==> config.mk <==
export PLATFORM = sky130hd
export DESIGN_NAME = i2s_tx_serializer
export DESIGN_NICKNAME = d
export VERILOG_FILES = /design/src/rtl/i2stx_pkg.sv /design/src/rtl/i2stx_clk_div.sv /design/src/rtl/i2stx_edge_sync.sv /design/src/rtl/i2stx_shifter.sv /design/src/rtl/i2s_tx_serializer.sv
export SDC_FILE = /design/constraint.sdc
export NUM_CORES = 1
export LEC_CHECK = 0
export CAP_MARGIN = 5
export CORE_MARGIN = 10
export CORE_UTILIZATION = 50
export DETAILED_ROUTE_END_ITERATION = 12
export PLACE_DENSITY = 0.79
export REMOVE_ABC_BUFFERS = 1
export SYNTH_ARGS = -nofsm -noshare
export SYNTH_HDL_FRONTEND = slang
export SYNTH_SLANG_ARGS = --single-unit
==> constraint.sdc <==
create_clock -name clk -period 3 [get_ports clk]
set_input_delay 0.6 -clock clk [delete_from_list [all_inputs] [get_ports clk]]
set_output_delay 0.6 -clock clk [all_outputs]
set_load 0.005 [all_outputs]
==> src/rtl/i2stx_pkg.sv <==
// Package: shared encodings and decode helpers for the I2S transmit serializer.
// Assumes: format and size codes are 2 bits wide and held static between resets.
package i2stx_pkg;

    typedef enum logic [1:0] {
        FMT_STD   = 2'd0,
        FMT_RSV_A = 2'd1,
        FMT_LEFT  = 2'd2,
        FMT_RSV_B = 2'd3
    } fmt_e;

    // True when the framing code selects left-justified (no one-bit delay).
    function automatic logic is_left_just(input logic [1:0] code);
        return (fmt_e'(code) == FMT_LEFT);
    endfunction

    // Word length on the bus for a size code; only 16 bits is implemented.
    function automatic int unsigned size_word_bits(input logic [1:0] code);
        int unsigned bits;
        case (code)
            2'd0:    bits = 16;
            default: bits = 16;
        endcase
        return bits;
    endfunction

endpackage

==> src/rtl/i2stx_clk_div.sv <==
// Module: bit-clock generator for master mode.
// Divides the system clock so the bit clock toggles every DIV_HALF cycles and
// flags the cycle that ends with a falling bit-clock edge.
// Assumes: DIV_HALF >= 2; held in its reset state while run is low.
module i2stx_clk_div #(
    parameter int DIV_HALF = 4
) (
    input  logic clk,
    input  logic rst_n,
    input  logic run,
    output logic sck,
    output logic fall_evt
);
    localparam int CW = (DIV_HALF > 1) ? $clog2(DIV_HALF) : 1;
    localparam logic [CW-1:0] TERM = CW'(DIV_HALF - 1);

    logic [CW-1:0] cnt_q;
    logic          sck_q;
    logic          term;

    // Terminal count of the half-period counter.
    assign term     = (cnt_q == TERM);
    assign fall_evt = run && term && sck_q;
    assign sck      = sck_q;

    // Half-period counter and bit-clock toggle.
    always_ff @(posedge clk) begin
        if (!rst_n || !run) begin
            cnt_q <= '0;
            sck_q <= 1'b0;
        end else if (term) begin
            cnt_q <= '0;
            sck_q <= ~sck_q;
        end else begin
            cnt_q <= cnt_q + 1'b1;
        end
    end

    // the bit clock only moves after a full half period has been counted.
    a_r5_sck_half_period: assert property (@(posedge clk) disable iff (!rst_n)
        !$stable(sck_q) |-> ($past(cnt_q) == TERM));

endmodule

==> src/rtl/i2stx_edge_sync.sv <==
// Module: slave-mode input stage.
// Brings the external bit clock and word select through two-flop synchronizers
// and flags the system cycle in which a falling bit-clock edge is seen.
// Assumes: each external bit-clock half period lasts at least 4 system cycles.
module i2stx_edge_sync (
    input  logic clk,
    input  logic rst_n,
    input  logic sck_ext,
    input  logic ws_ext,
    output logic ws_sync,
    output logic fall_evt
);
    logic [1:0] sck_pipe;
    logic [1:0] ws_pipe;
    logic       sck_prev;

    // Two-flop synchronizers plus one history flop for edge detection.
    always_ff @(posedge clk) begin
        if (!rst_n) begin
            sck_pipe <= '0;
            ws_pipe  <= '0;
            sck_prev <= 1'b0;
        end else begin
            sck_pipe <= {sck_pipe[0], sck_ext};
            ws_pipe  <= {ws_pipe[0], ws_ext};
            sck_prev <= sck_pipe[1];
        end
    end

    // Falling edge: previous synchronized level high, current one low.
    assign fall_evt = sck_prev && !sck_pipe[1];
    assign ws_sync  = ws_pipe[1];

    // a detected fall lasts one system cycle.
    a_r9_fall_single: assert property (@(posedge clk) disable iff (!rst_n)
        fall_evt |=> !fall_evt);

endmodule

==> src/rtl/i2stx_shifter.sv <==
// Module: frame sequencer and data shifter.
// Tracks the slot within a 2*SAMPLE_W frame, loads a sample pair (or silence)
// at slot 0, and updates serial data and word select on each falling bit-clock
// event, with or without a one-bit delay.
// Assumes: master and left_just are static between resets.
module i2stx_shifter #(
    parameter int SAMPLE_W = 16
) (
    input  logic                  clk,
    input  logic                  rst_n,
    input  logic                  fall_evt,
    input  logic                  master,
    input  logic                  left_just,
    input  logic                  ws_ext,
    input  logic                  s_valid,
    input  logic [2*SAMPLE_W-1:0] s_pair,
    output logic                  s_ready,
    output logic                  sd,
    output logic                  ws,
    output logic                  underflow
);
    localparam int SLOTS = 2 * SAMPLE_W;
    localparam int SW    = $clog2(SLOTS);
    localparam logic [SW-1:0] LAST = SW'(SLOTS - 1);
    localparam logic [SW-1:0] HALF = SW'(SAMPLE_W);

    logic [SW-1:0]    slot_q, nslot, slot_inc;
    logic [SLOTS-1:0] shreg_q, cur;
    logic             ws_q, sd_q, last_q, uf_q;
    logic             frame_start, bit_now;

    // Slot that the coming falling edge opens; slave mode realigns on word select.
    always_comb begin
        slot_inc = (slot_q == LAST) ? '0 : slot_q + 1'b1;
        if (master)
            nslot = slot_inc;
        else if (ws_ext != ws_q)
            nslot = ws_ext ? HALF : '0;
        else
            nslot = slot_inc;
    end

    // Frame boundary, handshake and the bit belonging to the new slot.
    always_comb begin
        frame_start = fall_evt && (nslot == '0);
        cur         = frame_start ? (s_valid ? s_pair : '0) : shreg_q;
        bit_now     = cur[SLOTS-1];
    end

    assign s_ready   = frame_start;
    assign sd        = sd_q;
    assign ws        = ws_q;
    assign underflow = uf_q;

    // State advance on each falling bit-clock event.
    always_ff @(posedge clk) begin
        if (!rst_n) begin
            slot_q  <= LAST;
            shreg_q <= '0;
            ws_q    <= 1'b1;
            sd_q    <= 1'b0;
            last_q  <= 1'b0;
            uf_q    <= 1'b0;
        end else if (fall_evt) begin
            slot_q  <= nslot;
            shreg_q <= cur << 1;
            sd_q    <= left_just ? bit_now : last_q;
            last_q  <= bit_now;
            ws_q    <= master ? (nslot >= HALF) : ws_ext;
            if (frame_start && !s_valid)
                uf_q <= 1'b1;
        end
    end

    // the underflow flag never clears outside reset.
    a_r8_uflow_sticky: assert property (@(posedge clk) disable iff (!rst_n)
        uf_q |=> uf_q);

    // an accepted pair always opens slot 0.
    a_r7_ready_opens_frame: assert property (@(posedge clk) disable iff (!rst_n)
        s_ready |=> (slot_q == '0));

    // in master mode word select moves only at the channel boundaries.
    a_r4_ws_boundary: assert property (@(posedge clk) disable iff (!rst_n)
        (master && !$stable(ws_q)) |-> (slot_q == '0 || slot_q == HALF));

    // serial data holds between falling bit-clock events.
    a_r5_sd_on_fall: assert property (@(posedge clk) disable iff (!rst_n)
        !fall_evt |=> $stable(sd_q));

endmodule

==> src/rtl/i2s_tx_serializer.sv <==
// Module: top of the I2S transmit serializer.
// Picks the falling-edge source (internal divider or synchronized external
// clock), decodes the format code and drives the serial outputs.
// Assumes: cfg_* inputs change only while rst_n is low.
module i2s_tx_serializer #(
    parameter int SAMPLE_W = 16,
    parameter int DIV_HALF = 4
) (
    input  logic                clk,
    input  logic                rst_n,
    input  logic                cfg_master,
    input  logic [1:0]          cfg_fmt,
    input  logic [1:0]          cfg_size,
    input  logic                s_valid,
    output logic                s_ready,
    input  logic [SAMPLE_W-1:0] s_left,
    input  logic [SAMPLE_W-1:0] s_right,
    input  logic                sck_in,
    input  logic                ws_in,
    output logic                sck_out,
    output logic                ws_out,
    output logic                sd_out,
    output logic                underflow
);
    import i2stx_pkg::*;

    logic        m_sck, m_fall;
    logic        x_ws, x_fall;
    logic        fall_evt, left_just, ws_int;
    int unsigned word_bits;

    // Format and size decode.
    assign left_just = is_left_just(cfg_fmt);
    assign word_bits = size_word_bits(cfg_size);

    i2stx_clk_div #(.DIV_HALF(DIV_HALF)) u_div (
        .clk      (clk),
        .rst_n    (rst_n),
        .run      (cfg_master),
        .sck      (m_sck),
        .fall_evt (m_fall)
    );

    i2stx_edge_sync u_sync (
        .clk      (clk),
        .rst_n    (rst_n),
        .sck_ext  (sck_in),
        .ws_ext   (ws_in),
        .ws_sync  (x_ws),
        .fall_evt (x_fall)
    );

    // Falling-edge source follows the clock role.
    assign fall_evt = cfg_master ? m_fall : x_fall;

    i2stx_shifter #(.SAMPLE_W(SAMPLE_W)) u_shift (
        .clk       (clk),
        .rst_n     (rst_n),
        .fall_evt  (fall_evt),
        .master    (cfg_master),
        .left_just (left_just),
        .ws_ext    (x_ws),
        .s_valid   (s_valid),
        .s_pair    ({s_left, s_right}),
        .s_ready   (s_ready),
        .sd        (sd_out),
        .ws        (ws_int),
        .underflow (underflow)
    );

    // Clock outputs are driven only in master mode.
    assign sck_out = cfg_master && m_sck;
    assign ws_out  = cfg_master && ws_int;

    // every size code decodes to the implemented word length.
    always_comb begin
        if (rst_n) begin
            a_r6_size_word: assert (word_bits == SAMPLE_W);
        end
    end

    // in slave mode the clock outputs stay low.
    a_r9_slave_quiet: assert property (@(posedge clk) disable iff (!rst_n)
        !cfg_master |-> (!sck_out && !ws_out));

endmodule

Yosys cells after proc, flatten, opt, wreduce, memory -nomap -nowiden
Index checks and enable logic that the tools add are counted.
Widths: inputs -> output; s select.

operators by class
  eq/ne operators = 4
  mux-type cells = 9
  add/sub/neg operators = 2
  bitwise operators = 1
  magnitude comparators = 1
  reductions and logical operators = 15

operator list
  kind                 number
  $mux 32              2
  $mux 5               4
  $logic_and 1x1->1    7
  $add 5x1->5 const B  1
  $eq 5x5->1 const B   1
  $ge 5x5->1 const B   1
  $logic_not 5->1      1
  $eq 2x2->1 const B   2
  $logic_not 1->1      4
  $mux 1               3
  $add 2x1->2 const B  1
  $reduce_and 2->1     1
  $reduce_or 2->1      1
  $logic_or 1x1->1     1
  $ne 1x1->1           1
  $not 1->1            1

storage, ports and cells
  register bits after elaboration = 48
  output and inout port bits = 5
  word-level logic and storage cells = 43

Depth between registers and ports, before layout
Gate-level depths: netlist (run 1).

  depth after elaboration = 8
  depth in mapped cells = 10
  depth with buffers taken out = 8

Hierarchy
A second synthesis (run 1) with hierarchy kept.

unflattened totals
  cell total of the unflattened synthesis = 195
  area total of the unflattened synthesis = 2,042.0 um^2

by module, submodules not included
  module             seq. area each (um^2)  area each (um^2)  times used  cells an instance
  i2stx_shifter      800.8                  1,759.2           1           170
  i2stx_edge_sync    100.1                  137.6             1           11
  i2stx_clk_div      60.1                   108.9             1           10
  i2s_tx_serializer  0.0                    36.3              1           4

Least setup slack after synthesis (run 1)
Ideal clock, no wire load.

  kind = flip-flop to output port
  from = register u_shift.slot_q[0]
  to = output s_ready
  arrival time = 2.031 ns
  setup slack = 0.369 ns
  required time = 2.400 ns
  cell stages (with the launch flop) = 8
  cell sequence = dfxtp_1 ha_1 and3_1 ha_1 or2_2 a2bb2oi_1 a211oi_4 buf_2

on the way
  cells in the longest elaborated chain, start to end = 6
  elaborated cells between the ends (all ways) = 7

ends and longest elaborated chain
  element                                           line                     text
  start: declaration                                i2stx_shifter.sv:27      logic [SW-1:0] slot_q, nslot, slot_inc;
  start signal: assignment                          i2stx_shifter.sv:65      slot_q <= nslot;
  $add 5x1->5 / $eq 5x5->1 (equally long branches)  i2stx_shifter.sv:34      slot_inc = (slot_q == LAST) ? '0 : slot_q + 1'b1;
  $mux 5 *                                          i2stx_shifter.sv:34
  $mux 5                                            i2stx_shifter.sv:37      else if (ws_ext != ws_q)
  $mux 5 *                                          i2stx_shifter.sv:35      if (master)
  $logic_not 5->1 *                                 i2stx_shifter.sv:45      frame_start = fall_evt && (nslot == '0);
  $logic_and 1x1->1 *                               i2stx_shifter.sv:45
  end: declaration                                  i2s_tx_serializer.sv:15  output logic s_ready,

Mark *: on every way between the ends. The rest lies on a longest branch, timed or not.

Worst setup path in the final report (run 1)
  from = register u_shift.slot_q[1]
  to = output s_ready

The elaborated chain is that of the path after synthesis.

==> metrics.yaml, run 1 <==
area_delta_synth_final_pct: 25.7
vias_per_cell: 5.56
final_max_slew_viol_count: 0
final.setup.worst_slack_ns: 0.134
end_kind: "output pin"
r2r_setup_slack_ns: 0.48
post_route_cells_drive_above_1_share_pct: 9.18
setup_viol: 0
timing.hold.ws_ns: 0.436
diodes: 0
routed_wl_mm: 4.86
die-area_um2: 7500
dp.cells: 338
drtIter0Drc: 183
cts_tree: "yes"
min_path_cells: 1
use_met1_pct: 17.5
power_density_nw_per_um2: 419
hold_viol: 0
ios: 47
gr-total-overflow: 0
vdd_ir_drop_max_mv: 0.333
power_mw: 1.17
post-cts-setup-buffers: 0
max-clock-path-buffers: 2
coreArea_um2: 4320
reg2regPathDepth: 9
reg2reg_from: "u_shift.slot_q[1]$_SDFFE_PN1P_"
synth_area_leader_cell: "dfxtp_1"
cts_buffers: 5
start_util_pct: 51.3
grtUsageTotal_pct: 13.3
ys_warn_count: 0
antenna_found_initial: 0
numClockSinks: 48
place_ws_ns: 0.0763
min_to: "u_div.cnt_q[0]$_SDFF_PP0_"
relSlewSlack_pct: 57.9
grt_pass1_vias: 1780
fmax_mhz: 349
wl_per_cell_um: 14.1
grt.met3_usage_pct: 4.78
die_h_um: 86.6
crit_path_max_fanout: 4
grt.busiest_layer: "met2"
grt_max_degree: 43
htreeDepth: 2
p_leak_nw: 1.21
crit_type: "flip-flop to output pin"
ctsRootBufferMaster: "clkbuf_8"
clock_skew_ns: 0.00713
outcome: "completed"
cap_viol_max_count: 0
finalCriticalPeriod_ns: 2.87
period_share_pct: 95.5
yosysTopAreaCellShare_pct: 43.3
grtUsageMet2_pct: 19.7
synth_cell_type_count: 41
portBuffers: 44
hp-start: "u_div.cnt_q[0]$_SDFF_PP0_"
route.detailed.drc: 0
rows: 24
nets: 338
synth_area_leaders: "dfxtp_1 (43%), nand3_1 (9.2%), a21o_1 (6.8%), and2_1 (5.4%), o21ai_0 (5.2%)"
instances_no_fill: 346
grt_pass1_wl_mm: 8.38
worst_pin_slew_ns: 0.632
place_hpwl_mm: 3.31
fin_setup_tns_ns: 0
synth_cells: 252
cp_slowest_cell: "dfxtp_1"
syn_avg_cell_area_um2: 8.81
globalplace.congestion: 0.820
cp_data_arrival_time_ns: 2.27
max_stage_delay_ns: 0.36
via_count: 1923
holdBufCountCts: 0
die_width_um: 86.6
path_common_cell: "ha_1"
start_kind: "flip-flop"
clock_latency_ns: 0.30
clkTransAtPathRegs_ns: 0.08
worstPathRequired_ns: 2.40
synth_seq_cells: 48
synth_area_um2: 2220
timing.rr.end: "u_shift.last_q$_SDFFE_PN0P_"
min_path_type: "flip-flop to flip-flop"
ant_nets: 0
rsz0062_at_grt: "false"
synth.yosys.seq_area_share_pct: 43.3
worstPathCellList: "ha_1 > and3_1 > ha_1 > or2_2 > a2bb2oi_1 > a211oi_4 > clkdlybuf4s15_1"
drtPass1Iterations: 5
-- registers in the layout, indices dropped and copies added, names as in the netlist --
| signal | count |
|---|---|
| u_shift.slot_q | 5 |
| u_shift.ws | 1 |
| u_shift.underflow | 1 |
| u_shift.shreg_q | 31 |
| u_div.sck | 1 |
| u_sync.ws_pipe | 2 |
| u_sync.sck_prev | 1 |
| u_sync.sck_pipe | 2 |
| u_div.cnt_q | 2 |
| u_shift.last_q | 1 |
| u_shift.sd | 1 |
-- area by class of cell --
| class | count | area (µm²) |
|---|---|---|
| clock buffer | 7 | 86.3 |
| clock inverter | 1 | 7.51 |
| fill | 387 | 1530 |
| inverter | 2 | 7.51 |
| multi-input combinational | 182 | 1150 |
| sequential | 48 | 961 |
| tap | 52 | 65.1 |
| timing repair buffer | 54 | 510 |
-- Yosys cell counts --
| cell | n |
|---|---|
| clkbuf_1 | 13 |
| nor2b_2 | 1 |
| inv_1 | 2 |
| and2_1 | 19 |
| o21ai_1 | 2 |
| o211ai_1 | 2 |
| nor3b_1 | 1 |
| a221o_1 | 6 |
| xnor2_1 | 2 |
| a41oi_2 | 1 |
| buf_2 | 4 |
| a21oi_2 | 2 |
| nand2_1 | 14 |
| nand2b_1 | 4 |
| a31oi_1 | 3 |
| a21o_1 | 20 |
| mux2i_1 | 1 |
| and4_4 | 1 |
| a32oi_1 | 1 |
| nor3_1 | 3 |
| or2_2 | 1 |
| xor2_1 | 1 |
| ha_1 | 3 |
| a211oi_4 | 1 |
| o31ai_1 | 1 |
| a21oi_1 | 4 |
| a22o_1 | 2 |
| o21a_1 | 2 |
| o21ai_0 | 23 |
| nand3_1 | 41 |
| dfxtp_1 | 48 |
| a211o_1 | 2 |
| and3_1 | 4 |
| a2bb2oi_1 | 1 |
| buf_6 | 3 |
| nor2b_1 | 2 |
| a211oi_1 | 1 |
| o311ai_0 | 1 |
| nor4b_2 | 1 |
| nor2_1 | 5 |
| o22ai_1 | 3 |
-- repair_timing --
action	CTS	global route
hold endpoints to repair	0	0
resized for setup	1	1
endpoints found under the setup margin	1	1
-- layer usage --
metal / share of wire, % / vias to the layer above
met5: 0 / -
met3: 6.3 / 4
met1: 47 / 892
met2: 46 / 42
li1: - / 985
met4: 0.88 / 0
-- cells in the final DEF, fill, tap and decap left out, types with 2 or more instances in the layout --
cell,synthesis,routed
xnor2_1,2,2
a211o_1,2,2
nand2_1,14,14
nand3_1,41,41
a21oi_2,2,2
inv_1,2,2
a31oi_1,3,3
ha_1,3,3
a22o_1,2,2
clkbuf_8,0,6
o22ai_1,3,3
o21ai_0,23,23
buf_4,0,10
dfxtp_1,48,48
a221o_1,6,6
and3_1,4,4
clkdlybuf4s50_1,0,42
a21o_1,20,20
o21a_1,2,2
and2_1,19,19
nor2_1,5,5
nor3_1,3,3
o211ai_1,2,2
a21oi_1,4,4
nand2b_1,4,4
nor2b_1,2,2
-- metrics by stage --
step                instance area, µm²  utilization (%)
floorplan                         2120                -
global placement                  2700             62.4
detailed placement                2700             62.4
CTS                               2790             64.5
global route                      2790             64.5
finish                            2790             64.5
-- worst max-delay path: cells and delay by family (launching register included) --
kind	cells	cell delay (ns)
compound gates	2	0.41
fa+ha+maj	2	0.49
buf+inv	1	0.25
flops	1	0.36
simple gates	2	0.46
-- cells by family after synthesis --
family	Yosys count	share of synthesized area [%]
XOR/XNOR	3	1.18
adder cells (fa/ha/maj)	3	1.69
AND/OR/NAND/NOR	97	23.5
flip-flops	48	43.3
AO/OA/AOI/OAI	78	24.9
buffers and inverters	22	4.96
multiplexers	1	0.451
-- how the worst max path moves through the flow --
stage	slack (ns)	cells after the start	to	from
after floorplan	0.33	4	u_shift.shreg_q[28]$_SDFFE_PN0P_	cfg_master
after global placement	0.08	6	s_ready	cfg_master
after detailed placement	0.08	6	s_ready	cfg_master
after CTS	0.09	7	s_ready	u_shift.slot_q[1]$_SDFFE_PN1P_
after global routing	0.02	7	s_ready	u_shift.slot_q[1]$_SDFFE_PN1P_
final	0.13	7	s_ready	u_shift.slot_q[1]$_SDFFE_PN1P_
-- power by group --
group          leakage (nW)  switching [mW]  total, mW  internal, mW
Clock                0.0445           0.210      0.397         0.188
Sequential            0.389         0.00566      0.652         0.646
Combinational         0.775          0.0494      0.120        0.0708
Total                  1.21           0.265       1.17         0.904
(Power assumes the default switching activity.)
==> inputs of run 2 (changes only) <==
--- a/config.mk
+++ b/config.mk
@@ -6,7 +6,7 @@
 export NUM_CORES = 1
 export LEC_CHECK = 0
 export CAP_MARGIN = 5
-export CORE_MARGIN = 10
+export CORE_MARGIN = 4
 export CORE_UTILIZATION = 50
 export DETAILED_ROUTE_END_ITERATION = 12
 export PLACE_DENSITY = 0.79
==> metrics.yaml, run 2 (synthesized netlist as in run 1, its figures left out) <==
reg2regPathDepth: 9  # unchanged
area_delta_synth_final_pct: 24.8  # was 25.7%
cp-startpoint: "u_shift.slot_q[1]$_SDFFE_PN1P_"  # unchanged
finalCriticalPeriod_ns: 2.89  # was 2.87 ns
end_kind: "output pin"  # unchanged
cts_tree: "yes"  # unchanged
grt_max_degree: 45  # was 43
routed_wl_mm: 4.76  # was 4.86 mm
grt_pass1_wl_mm: 7.85  # was 8.38 mm
cp_data_arrival_time_ns: 2.29  # was 2.27 ns
min_path_type: "flip-flop to flip-flop"  # unchanged
final_max_slew_viol_count: 0  # unchanged
gr-total-overflow: 0  # unchanged
worst_pin_slew_ns: 0.694  # was 0.632 ns
route.detailed.drc: 0  # unchanged
largest_register_ffs: 31  # unchanged
p_seq_share_pct: 57.3  # was 55.7%
cts_buffers: 5  # unchanged
crit_type: "flip-flop to output pin"  # unchanged
htreeDepth: 2  # unchanged
finalInstanceArea_um2: 2770  # was 2790 µm²
fmax_mhz: 346  # was 349 MHz
top_register: "u_shift.shreg_q"  # unchanged
pwr-share-comb_pct: 10.5  # was 10.3%
hold_viol: 0  # unchanged
power_mw: 1.14  # was 1.17 mW
holdBufCountCts: 0  # unchanged
ios: 47  # unchanged
place_hpwl_mm: 3.17  # was 3.31 mm
cap_viol_max_count: 0  # unchanged
final_common_cell: "dfxtp_1"  # unchanged
timing.rr.end: "u_shift.sd$_SDFFE_PN0P_"  # was u_shift.last_q$_SDFFE_PN0P_
p_int_mw: 0.876  # was 0.904 mW
rows: 23  # was 24
portBuffers: 44  # unchanged
via_count: 1953  # was 1923
setup_viol: 0  # unchanged
die_width_um: 74.6  # was 86.6 µm
netSwitchingPower_mw: 0.261  # was 0.265 mW
globalplace.congestion: 0.774  # was 0.820
hp-start: "u_div.cnt_q[0]$_SDFF_PP0_"  # unchanged
max-clock-path-buffers: 2  # unchanged
reg2reg_from: "u_shift.slot_q[1]$_SDFFE_PN1P_"  # unchanged
drtPass1Iterations: 4  # was 5
worstPathRequired_ns: 2.40  # about the same
vdd_ir_drop_max_mv: 0.253  # was 0.333 mV
antenna_found_initial: 0  # unchanged
nets: 338  # unchanged
clock_latency_ns: 0.30  # about the same
grtUsageTotal_pct: 17.7  # was 13.3%
p_sw_share_pct: 22.9  # was 22.6%
grt_pass1_vias: 1767  # was 1780
post-cts-setup-buffers: 0  # unchanged
clkTransAtPathRegs_ns: 0.08  # about the same
start_util_pct: 53.6  # was 51.3%
r2r_setup_slack_ns: 0.49  # was 0.48 ns
rsz0062_at_grt: "false"  # unchanged
ctsRootBufferMaster: "clkbuf_8"  # unchanged
die-area_um2: 5570  # was 7500 µm²
diodes: 0  # unchanged
vias_per_cell: 5.69  # was 5.56
post_route_cells_drive_above_1_share_pct: 8.87  # was 9.18%
outcome: "completed"  # unchanged
die_h_um: 74.6  # was 86.6 µm
min_to: "u_div.cnt_q[0]$_SDFF_PP0_"  # unchanged
period_share_pct: 96.3  # was 95.5%
fin_setup_tns_ns: 0  # unchanged
timing.hold.ws_ns: 0.436  # about the same
dpl_cell_area_um2: 2690  # was 2700 µm²
clock_skew_ns: 0.00922  # was 0.00713 ns
crit_path_max_fanout: 4  # unchanged
p_leak_nw: 1.21  # about the same
coreArea_um2: 4140  # was 4320 µm²
relSlewSlack_pct: 53.7  # was 57.9%
clockPowerShare_pct: 32.1  # was 34.0%
ant_nets: 0  # unchanged
wl_per_cell_um: 13.9  # was 14.1 µm
final_cell_mix: "dfxtp_1 (48), clkdlybuf4s50_1 (42), nand3_1 (41)"  # unchanged
start_kind: "flip-flop"  # unchanged
numClockSinks: 48  # unchanged
power_density_nw_per_um2: 410  # was 419 nW/µm²
min_path_cells: 1  # unchanged
reg_top3: "u_shift.shreg_q (31), u_shift.slot_q (5)"  # unchanged
drtIter0Drc: 145  # was 183
## run 2: cell types whose count changed in the layout (fill, tap and decap cells not counted), sizes merged
cell | previous run | this run
clkinv | 0 | 1
clkinvlp | 1 | 0
clkdlybuf4s15 | 1 | 0
clkbuf | 7 | 6
dlygate4sd2 | 0 | 1
## run 2: per-layer routing
layer | share of wire (%) | GRT usage (%) | up-vias
met1 | 45 | 22.4 | 905
met5 | 0 | 0 | -
met2 | 48 | 30.3 | 49
met4 | 1.7 | 6.72 | 0
li1 | - | - | 993
met3 | 5.4 | 2.80 | 6
## run 2: cell type report
cell class / instances / area (µm²)
Multi-Input combinational cell: 182 / 1150
Timing Repair Buffer: 54 / 509
Inverter: 2 / 7.51
Clock inverter: 1 / 5.00
Fill cell: 377 / 1370
Clock buffer: 6 / 72.6
Tap cell: 50 / 62.6
Sequential cell: 48 / 961
## run 2: repair_timing
item | in CTS | in global routing
endpoints found under the setup margin | 1 | 1
resized for setup | 1 | 0
pin swaps | 1 | 1
## run 2: worst max-delay path by stage
stage / endpoint / slack [ns] / cells past startpoint
after CTS: s_ready / 0.04 / 7
final: s_ready / 0.11 / 7
after global placement: s_ready / 0.04 / 6
after global routing: s_ready / 0.02 / 8
after floorplan: u_shift.shreg_q[28]$_SDFFE_PN0P_ / 0.33 / 4
after detailed placement: s_ready / 0.004 / 6
## run 2: power groups by stage
stage | combinational, mW | clock (mW) | sequential, mW
finish | 0.120 | 0.365 | 0.652
global route | 0.130 | 0.390 | 0.653
CTS | 0.120 | 0.367 | 0.651
detailed placement | 0.120 | 0 | 0.666
global placement | 0.119 | 0 | 0.666
floorplan | 0.0378 | 0 | 0.665
## run 2: per-stage QoR
stage	std cells	setup slack (ns)	utilization [%]
after floorplan	232	0.327	-
after global routing	343	0.0185	66.8
after detailed placement	336	0.00429	65.0
after global placement	336	0.0405	65.0
after CTS	343	0.0373	66.8
final	343	0.112	66.8
## run 2: critical path: stages, from the launching register on
cell,delay [ns]
dfxtp_1,0.35
ha_1,0.20
and3_1,0.18
ha_1,0.28
or2_2,0.27
a2bb2oi_1,0.18
a211oi_4,0.27
dlygate4sd2_1,0.28
==> inputs of run 3 (changes only) <==
--- a/config.mk
+++ b/config.mk
@@ -7,9 +7,9 @@
 export LEC_CHECK = 0
 export CAP_MARGIN = 5
 export CORE_MARGIN = 4
-export CORE_UTILIZATION = 50
+export CORE_UTILIZATION = 45
 export DETAILED_ROUTE_END_ITERATION = 12
-export PLACE_DENSITY = 0.79
+export PLACE_DENSITY = 0.75
 export REMOVE_ABC_BUFFERS = 1
 export SYNTH_ARGS = -nofsm -noshare
 export SYNTH_HDL_FRONTEND = slang
==> constraint.sdc (replaced) <==
create_clock -name clk -period 2.38 [get_ports clk]
set_input_delay 0.476 -clock clk [delete_from_list [all_inputs] [get_ports clk]]
set_output_delay 0.476 -clock clk [all_outputs]
set_load 0.005 [all_outputs]
==> metrics.yaml, run 3 (synthesized netlist as in run 1, its figures left out) <==
final.setup.worst_slack_ns: -0.0624  # was 0.112 ns
die-area_um2: 6120  # was 5570 µm²
max_stage_delay_ns: 0.33  # was 0.35 ns
clock_latency_ns: 0.30  # about the same
top_register: "u_shift.shreg_q"  # unchanged
finalCriticalPeriod_ns: 2.44
power_density_nw_per_um2: 501  # was 410 nW/µm²
antenna_found_initial: 0  # unchanged
drtPass1Iterations: 4  # unchanged
area_delta_synth_final_pct: 35.9  # was 24.8%
diodes: 0  # unchanged
clkTransAtPathRegs_ns: 0.08  # about the same
cap_viol_max_count: 0  # unchanged
cts_tree: "yes"  # unchanged
reg_top3: "u_shift.shreg_q (31), u_shift.slot_q (5)"  # unchanged
coreArea_um2: 4750  # was 4140 µm²
drtIter0Drc: 133  # was 145
final_common_cell: "dfxtp_1"  # unchanged
grtUsageTotal_pct: 17.0  # was 17.7%
vias_per_cell: 5.30  # was 5.69
crit_type: "flip-flop to output pin"  # unchanged
post_route_cells_drive_above_1_share_pct: 16.5  # was 8.87%
holdBufCountCts: 0  # unchanged
crit_path_max_fanout: 2  # was 4
portBuffers: 44  # unchanged
dp.cells: 366  # was 336
period_share_pct: 103
final_max_slew_viol_count: 0  # unchanged
violations: "setup timing"
rsz0062_at_grt: "true"  # was false
place_hpwl_mm: 3.25  # was 3.17 mm
grt_pass1_vias: 1823  # was 1767
gr-total-overflow: 0  # unchanged
globalplace.congestion: 0.795  # was 0.774
cp_data_arrival_time_ns: 1.97  # was 2.29 ns
numClockSinks: 48  # unchanged
nets: 353  # was 338
cp_top_family: "simple AND/OR/NAND/NOR gates"  # was adder cells
grt_pass1_wl_mm: 8.38  # was 7.85 mm
grt_max_degree: 40  # was 45
relSlewSlack_pct: 63.9  # was 53.7%
ios: 47  # unchanged
outcome: "finished with violations"  # was completed
power_mw: 1.51  # was 1.14 mW
worstPathRequired_ns: 1.90  # was 2.40 ns
fin_setup_tns_ns: -0.0624  # was 0 ns
hold_viol: 0  # unchanged
ctsRootBufferMaster: "clkbuf_8"  # unchanged
start_kind: "flip-flop"  # unchanged
fin_util_pct: 63.4  # was 66.8%
p_leak_nw: 1.31  # was 1.21 nW
place_ws_ns: -0.293  # was 0.00429 ns
largest_register_ffs: 31  # unchanged
ant_nets: 0  # unchanged
worstPathCellList: "ha_2 > and3_4 > ha_4 > or2_4 > a2bb2oi_4 > a211oi_4 > buf_2"  # was ha_1 > and3_1 > ha_1 > or2_2 > a2bb2oi_1 > a211oi_4 > dlygate4sd2_1
cp_slowest_cell: "dfxtp_2"  # was dfxtp_1
min_path_type: "flip-flop to flip-flop"  # unchanged
rows: 25  # was 23
setup_viol: 1  # was 0
clock_skew_ns: 0.00876  # was 0.00922 ns
die_h_um: 78.2  # was 74.6 µm
start_util_pct: 46.7  # was 53.6%
final_cell_mix: "dfxtp_1 (46), nand3_1 (41), clkdlybuf4s50_1 (41)"  # was dfxtp_1 (48), clkdlybuf4s50_1 (42), nand3_1 (41)
wl_per_cell_um: 13.4  # was 13.9 µm
fmax_mhz: 409
htreeDepth: 2  # unchanged
vdd_ir_drop_max_mv: 0.339  # was 0.253 mV
via_count: 1994  # was 1953
max-clock-path-buffers: 2  # unchanged
instances_no_fill: 376  # was 343
path_buf_inv: 1  # unchanged
die_width_um: 78.2  # was 74.6 µm
cts_buffers: 5  # unchanged
routed_wl_mm: 5.05  # was 4.76 mm
end_kind: "output pin"  # unchanged
fillCellCount: 434  # was 377
worst_pin_slew_ns: 0.542  # was 0.694 ns
route.detailed.drc: 0  # unchanged
## run 3: what timing repair did
action | CTS | global route
setup endpoints to repair | 26 | 23
pin swaps | 4 | 4
setup buffers | 0 | 1
resized for setup | 12 | 6
gates cloned | 0 | 1
hold endpoints to repair | 0 | 0
## run 3: where the power goes
group	internal (mW)	switching [mW]
clock network	0.238	0.271
registers	0.814	0.00676
logic	0.108	0.0733
## run 3: worst paths after layout
| check | startpoint | end | slack, ns | cells after the start |
|---|---|---|---|---|
| setup / recovery | u_shift.slot_q[1]$_SDFFE_PN1P_ | s_ready | -0.06 | 7 |
| hold / removal | u_div.cnt_q[0]$_SDFF_PP0_ | u_div.cnt_q[0]$_SDFF_PP0_ | 0.43 | 1 |
| setup reg to reg | u_shift.slot_q[1]$_SDFFE_PN1P_ | u_shift.shreg_q[6]$_SDFFE_PN0P_ | 0.03 | 11 |
| hold reg to reg | u_div.cnt_q[0]$_SDFF_PP0_ | u_div.cnt_q[0]$_SDFF_PP0_ | 0.43 | 1 |
## run 3: through the flow
step | cell area (µm²) | hold WS [ns]
finish | 3020 | 0.432
CTS | 2980 | 0.439
global placement | 2840 | 0.411
floorplan | 2120 | 0.404
global route | 3020 | 0.463
detailed placement | 2840 | 0.424
## run 3: metal layers
metal  GRT usage, %  up-vias  wire, µm
li1               -     1025         -
met1           22.4      916      2360
met2           27.4       51      2320
met3           3.21        2       315
met4           6.82        0        47
met5              0        -         0
## run 3: cell type report
type	instances	area, µm²	share of cell area, %
clock buffers	6	82.6	2.74
multi-input cells	183	1220	40.3
clock inverters	2	13.8	0.456
flip-flops and latches	48	963	31.9
well taps	67	83.8	2.78
repair buffers	68	649	21.5
inverters	2	7.51	0.249
## run 3: worst register-to-register path: cells and delay by family, from the launching register on
kind                     cells  cell delay, ns
AO/OA/AOI/OAI                3            0.61
AND/OR/NAND/NOR              3            0.51
buffers and inverters        3            0.41
adder cells (fa/ha/maj)      2            0.40
flip-flops                   1            0.33
